<file path="config.mk">
export PLATFORM = sky130hd
export DESIGN_NAME = cam_stream_capture
export DESIGN_NICKNAME = d
export VERILOG_FILES = /design/src/rtl/cam_cap_pkg.sv /design/src/rtl/cam_field_widen.sv /design/src/rtl/cam_rgb_widen.sv /design/src/rtl/cam_byte_pair.sv /design/src/rtl/cam_line_tracker.sv /design/src/rtl/cam_stream_capture.sv
export SDC_FILE = /design/constraint.sdc
export NUM_CORES = 1
export LEC_CHECK = 0
export ABC_AREA = 1
export CAP_MARGIN = 20
export CELL_PAD_IN_SITES_DETAIL_PLACEMENT = 1
export CELL_PAD_IN_SITES_GLOBAL_PLACEMENT = 2
export CORE_MARGIN = 5
export CORE_UTILIZATION = 30
export DETAILED_ROUTE_END_ITERATION = 12
export GPL_ROUTABILITY_DRIVEN = 0
export PLACE_DENSITY_LB_ADDON = 0.1
export SETUP_SLACK_MARGIN = 0.5
export SLEW_MARGIN = 20
export SYNTH_ARGS = -nofsm -noshare
export SYNTH_HDL_FRONTEND = slang
export SYNTH_SLANG_ARGS = --single-unit
</file>
<file path="constraint.sdc">
create_clock -name clk -period 1.7 [get_ports clk]
set_input_delay 0.34 -clock clk [delete_from_list [all_inputs] [get_ports clk]]
set_output_delay 0.34 -clock clk [all_outputs]
set_load 0.02 [all_outputs]
</file>
<file path="src/rtl/cam_cap_pkg.sv">
package cam_cap_pkg;

   // Order of colour components on the output bus, most significant first
   typedef enum logic {
      PACK_RGB = 1'b0,
      PACK_BGR = 1'b1
   } pack_e;

   // Side-band markers travelling with a beat
   typedef struct packed {
      logic frame_start;
      logic line_end;
   } beat_mark_t;

endpackage

</file>
<file path="src/rtl/cam_field_widen.sv">
module cam_field_widen #(
   parameter int IN_W  = 5,
   parameter int OUT_W = 8
) (
   input  logic [IN_W-1:0]  fld_in,
   output logic [OUT_W-1:0] fld_out
);
   localparam int EXT_W = OUT_W - IN_W;

   if (IN_W < 1 || EXT_W < 0 || EXT_W > IN_W) begin : g_bad_width
      $error("cam_field_widen: unsupported widths");
   end

   if (EXT_W == 0) begin : g_pass
      assign fld_out = fld_in;
   end else begin : g_rep
      // low bits filled from the field's own top bits
      assign fld_out = {fld_in, fld_in[IN_W-1 -: EXT_W]};
   end
endmodule

</file>
<file path="src/rtl/cam_rgb_widen.sv">
module cam_rgb_widen
   import cam_cap_pkg::*;
#(
   parameter int    R_W    = 5,
   parameter int    G_W    = 6,
   parameter int    B_W    = 5,
   parameter int    COMP_W = 8,
   parameter pack_e PACK   = PACK_RGB,
   localparam int   PIX_W  = R_W + G_W + B_W,
   localparam int   OUT_W  = 3 * COMP_W
) (
   input  logic [PIX_W-1:0] pix,
   output logic [OUT_W-1:0] rgb
);
   localparam int B_LO = 0;
   localparam int G_LO = B_W;
   localparam int R_LO = B_W + G_W;

   logic [COMP_W-1:0] r8, g8, b8;

   cam_field_widen #(.IN_W(R_W), .OUT_W(COMP_W)) u_wr (
      .fld_in (pix[R_LO +: R_W]),
      .fld_out(r8)
   );
   cam_field_widen #(.IN_W(G_W), .OUT_W(COMP_W)) u_wg (
      .fld_in (pix[G_LO +: G_W]),
      .fld_out(g8)
   );
   cam_field_widen #(.IN_W(B_W), .OUT_W(COMP_W)) u_wb (
      .fld_in (pix[B_LO +: B_W]),
      .fld_out(b8)
   );

   if (PACK == PACK_RGB) begin : g_rgb
      assign rgb = {r8, g8, b8};
   end else begin : g_bgr
      assign rgb = {b8, g8, r8};
   end
endmodule

</file>
<file path="src/rtl/cam_byte_pair.sv">
module cam_byte_pair #(
   parameter int  BYTE_W = 8,
   localparam int PIX_W  = 2 * BYTE_W
) (
   input  logic              clk,
   input  logic              rst_n,
   input  logic              line_act,
   input  logic [BYTE_W-1:0] byte_in,
   output logic              pix_stb,
   output logic [PIX_W-1:0]  pix
);
   logic              second_q;
   logic [BYTE_W-1:0] first_q;

   // phase falls back to "first byte" whenever the line is not active
   always_ff @(posedge clk) begin
      if (!rst_n) begin
         second_q <= 1'b0;
         first_q  <= '0;
      end else if (!line_act) begin
         second_q <= 1'b0;
      end else begin
         second_q <= ~second_q;
         if (!second_q) first_q <= byte_in;
      end
   end

   assign pix_stb = line_act & second_q;
   assign pix     = {first_q, byte_in};

   AST_ONE_PIXEL_PER_PAIR: assert property (@(posedge clk) disable iff (!rst_n)
      pix_stb |=> !pix_stb);
endmodule

</file>
<file path="src/rtl/cam_line_tracker.sv">
module cam_line_tracker
   import cam_cap_pkg::*;
#(
   parameter int PIX_W = 16
) (
   input  logic             clk,
   input  logic             rst_n,
   input  logic             vsync,
   input  logic             line_act,
   input  logic             pix_stb,
   input  logic [PIX_W-1:0] pix,
   output logic             emit,
   output logic [PIX_W-1:0] emit_pix,
   output beat_mark_t       emit_mark
);
   logic             hold_v;
   logic [PIX_W-1:0] hold_pix;
   logic             hold_sof;
   logic             sof_armed;
   logic             emit_mid, emit_end;

   assign emit_mid = pix_stb & hold_v;
   assign emit_end = ~line_act & hold_v;
   assign emit     = emit_mid | emit_end;
   assign emit_pix = hold_pix;
   assign emit_mark.frame_start = hold_sof;
   assign emit_mark.line_end    = emit_end;

   always_ff @(posedge clk) begin
      if (!rst_n) begin
         hold_v    <= 1'b0;
         hold_pix  <= '0;
         hold_sof  <= 1'b0;
         sof_armed <= 1'b0;
      end else begin
         if (vsync)        sof_armed <= 1'b1;
         else if (pix_stb) sof_armed <= 1'b0;

         if (pix_stb) begin
            hold_v   <= 1'b1;
            hold_pix <= pix;
            hold_sof <= sof_armed;
         end else if (emit_end) begin
            hold_v <= 1'b0;
         end
      end
   end

   AST_LOOKAHEAD_FLUSHED: assert property (@(posedge clk) disable iff (!rst_n)
      (!line_act && $past(!line_act)) |-> !hold_v);
endmodule

</file>
<file path="src/rtl/cam_stream_capture.sv">
module cam_stream_capture
   import cam_cap_pkg::*;
#(
   parameter int    BYTE_W = 8,
   parameter int    R_W    = 5,
   parameter int    G_W    = 6,
   parameter int    B_W    = 5,
   parameter int    COMP_W = 8,
   parameter pack_e PACK   = PACK_RGB,
   localparam int   PIX_W  = 2 * BYTE_W,
   localparam int   OUT_W  = 3 * COMP_W
) (
   input  logic              clk,
   input  logic              rst_n,
   input  logic              cam_vsync,
   input  logic              cam_href,
   input  logic [BYTE_W-1:0] cam_data,
   output logic [OUT_W-1:0]  m_tdata,
   output logic              m_tvalid,
   input  logic              m_tready,
   output logic              m_tuser,
   output logic              m_tlast,
   output logic              overflow
);
   if (R_W + G_W + B_W != PIX_W) begin : g_bad_split
      $error("cam_stream_capture: colour fields must fill a byte pair");
   end
   if (COMP_W < R_W || COMP_W < G_W || COMP_W < B_W) begin : g_bad_comp
      $error("cam_stream_capture: component width narrower than a field");
   end

   logic             line_act;
   logic             pix_stb;
   logic [PIX_W-1:0] pix;
   logic             emit;
   logic [PIX_W-1:0] emit_pix;
   beat_mark_t       emit_mark;
   logic [OUT_W-1:0] emit_rgb;
   logic             slot_free;

   assign line_act = cam_href & ~cam_vsync;

   cam_byte_pair #(.BYTE_W(BYTE_W)) u_pair (
      .clk     (clk),
      .rst_n   (rst_n),
      .line_act(line_act),
      .byte_in (cam_data),
      .pix_stb (pix_stb),
      .pix     (pix)
   );

   cam_line_tracker #(.PIX_W(PIX_W)) u_track (
      .clk      (clk),
      .rst_n    (rst_n),
      .vsync    (cam_vsync),
      .line_act (line_act),
      .pix_stb  (pix_stb),
      .pix      (pix),
      .emit     (emit),
      .emit_pix (emit_pix),
      .emit_mark(emit_mark)
   );

   cam_rgb_widen #(
      .R_W(R_W), .G_W(G_W), .B_W(B_W), .COMP_W(COMP_W), .PACK(PACK)
   ) u_widen (
      .pix(emit_pix),
      .rgb(emit_rgb)
   );

   assign slot_free = ~m_tvalid | m_tready;

   always_ff @(posedge clk) begin
      if (!rst_n) begin
         m_tvalid <= 1'b0;
         m_tdata  <= '0;
         m_tuser  <= 1'b0;
         m_tlast  <= 1'b0;
         overflow <= 1'b0;
      end else begin
         if (emit && slot_free) begin
            m_tvalid <= 1'b1;
            m_tdata  <= emit_rgb;
            m_tuser  <= emit_mark.frame_start;
            m_tlast  <= emit_mark.line_end;
         end else if (m_tready) begin
            m_tvalid <= 1'b0;
         end
         if (emit && !slot_free) overflow <= 1'b1;
      end
   end

   AST_HOLD_BEAT: assert property (@(posedge clk) disable iff (!rst_n)
      (m_tvalid && !m_tready) |=> (m_tvalid && $stable(m_tdata)
                                   && $stable(m_tuser) && $stable(m_tlast)));
   AST_NO_OVERFLOW_CLEAR: assert property (@(posedge clk) disable iff (!rst_n)
      overflow |=> overflow);
   AST_DROP_FLAGGED: assert property (@(posedge clk) disable iff (!rst_n)
      (m_tvalid && !m_tready && emit) |=> overflow);
   AST_LAST_ONLY_OFF_LINE: assert property (@(posedge clk) disable iff (!rst_n)
      (emit && slot_free && emit_mark.line_end) |-> !(cam_href && !cam_vsync));
endmodule

</file>
==> results.txt <==
dpl hpwl: 2980 um
# hold bufs at CTS: 0
adder-cell share of the synthesized area: 0%
clock root cell: clkbuf_8
worst-case hold path end point: u_track.sof_armed
critical path endpoint category: output port
R2R Setup Slk: 0.60 ns
hold crit path type: input pin to flop
diodes inserted: 0
flops & latches, synth: 48
Final setup viols: 0
initial core utilization: 30.8%
# port buffers: 40
clock skew: 0.00706 ns
full die area: 7740 sq um
Hold Path Stages: 3
total gr overflow: 0
Area growth syn-to-layout: 36.7%
FF-to-FF Start: m_tvalid
clock slew at reported path FFs: 0.09 ns
fin util: 42.1%
PnR Total Power: 0.00216 W
DR WL/cell: 13.1 um
global-route wire length before repair: 7640 um
Total Wirelength: 4720 um
largest net degree at the start of global routing: 43
vias in the first global route: 1,584
Cell Area, Synth: 1820 sq um
endpoints failing hold: 0
DR vias: 1,602
Psw: 0.000486 W
most common cell after layout, fill and taps aside: nor2_1
TritonRoute pass-1 iters: 4
Worst Path Required: 1.36 ns
antenna-violating nets left: 0
global-route usage over all layers: 12.8%
status: completed
RR Endpoint: m_tdata[6]
slew margin rel.: 83.6%
crit path max fanout: 3
worst slew pin tran: 0.246 ns
main combinational cell family by area after synthesis: simple AND/OR/NAND/NOR gates
critical hold path startpoint: cam_vsync
H-tree depth: 2
CP Cell Sequence: clkbuf_2
CP top delay family: flip-flops
post-synth cell types: 18
Leak: 1.09 nW
DR DRC count: 0
mux cell area share after synthesis: 0%
Final Net Count: 297
Syn Nets: 251
Chip Height: 88.0 um
fmax: 856 MHz
Final Worst Setup Slack: 0.532 ns
maxcap violations: 0
core box area: 5920 sq um
FF-to-FF path depth: 8
Final Cycle Share: 68.7%
register share of total power: 54.0%
Tmin final: 1.17 ns
YS warnings: 0
CTS tree: yes
most frequent cells in the layout: 49 x nor2_1, 43 x dfxtp_1, 37 x nand2_1, 23 x inv_1, 22 x a21oi_1
switching portion of total power: 22.5%
Slew Limit Fails: 0
num rows: 28
First DRT Iteration DRCs: 98
slowest cell delay on critical path: 0.35 ns
clock insertion delay at the later pin of the skew report: 0.30 ns
Compound-Gate Fraction of Synth Area: 13.3%
layout cells sized above 1: 25.6%
arrival time worst endpoint: 0.83 ns
RSZ-0062 raised after global routing: true
Seq/Total Area, Yosys: 52.7%
DP Area: 2270 sq um
post-synthesis simple-gate area fraction: 21.8%
clock buffer depth: 2
clock net sink count: 48
Comb pwr share: 8.6%
# IOs: 41
initial antenna violation count: 0
worst vdd ir: 394 uV
vias per cell: 4.45
cell-internal power: 0.00167 W
fin area: 2490 sq um
Die X-Extent: 88.0 um
crit path launch type: flop
dpl ws: -0.0620 ns
ratio of total power to cell area: 867 nW/um^2
Slowest-stage cell, CP: dfxtp_1
CP Class: flop to output port
clock power share: 37.4%
Gate Count Post-Synth: 238
clock buffer count from CTS: 5
Synth Area in XOR/XNOR: 0%
Synth Area per Inst: 7.66 sq um
CP bufs+invs: 1
==> cells in the mapped netlist, drive strengths merged <==
| master | number | area share (%) |
|---|---|---|
| a211oi | 1 | 0.41 |
| a21oi | 22 | 6.0 |
| buf | 16 | 6.3 |
| clkbuf | 4 | 0.89 |
| dfxtp | 48 | 53 |
| inv | 24 | 4.9 |
| nand2 | 42 | 8.8 |
| nand3b | 1 | 0.41 |
| nor2 | 55 | 13 |
| o21ai | 25 | 6.9 |
==> final cells by class <==
| class | count | area (sq um) |
|---|---|---|
| fill | 734 | 3430 |
| clock buffer | 6 | 72.6 |
| multi-input combinational | 146 | 676 |
| timing repair buffer | 59 | 558 |
| tap | 75 | 93.8 |
| sequential | 48 | 967 |
| inverter | 24 | 90.1 |
| clock inverter | 2 | 35.0 |
==> metal layers <==
metal | vias up | GRT usage [%] | share of wire (%)
met5 | - | 0 | 0
met4 | 0 | 5.02 | 1.4
met3 | 5 | 2.54 | 5.8
met2 | 35 | 20.3 | 45
met1 | 742 | 17.2 | 48
li1 | 820 | - | -
==> power groups by stage <==
stage          combinational, W  clock [W]  sequential [W]
4_1_cts                0.000178   0.000841         0.00117
6_report               0.000185   0.000809         0.00117
3_3_place_gp           0.000169          0         0.00119
2_1_floorplan         0.0000869          0         0.00120
5_1_grt                0.000207   0.000885         0.00117
3_5_place_dp           0.000170          0         0.00119
==> metrics by stage <==
| stage | hold WS, ns | std cells | setup TNS [ns] |
|---|---|---|---|
| global placement | 0.440 | 341 | -0.144 |
| CTS | 0.459 | 358 | 0 |
| floorplan | 0.429 | 238 | 0 |
| global route | 0.360 | 360 | 0 |
| finish | 0.342 | 360 | 0 |
| detailed placement | 0.449 | 341 | -0.0938 |
==> cells by family after synthesis <==
kind of cell	Yosys count
buffers and inverters	44
DFF	48
and+or+nand+nor	98
AOI/OAI and AO/OA	48
==> worst max-delay path by stage <==
stage / startpoint / end / depth (start not counted)
floorplan: m_tvalid / m_tdata[14] / 6
global route: m_tdata[21] / m_tdata[21] / 1
finish: m_tdata[21] / m_tdata[21] / 1
CTS: m_tdata[21] / m_tdata[21] / 1
detailed placement: cam_href / u_track.emit_pix[15] / 7
global placement: cam_vsync / u_track.emit_pix[15] / 6
==> timing repair <==
action,4_1_cts,5_1_grt
setup endpoints to repair,71,40
buffers inserted,6,1
gates cloned,3,1
gates resized for setup,132,26
pin swaps,1,4
No activity file was read; power rests on OpenSTA's default activity.
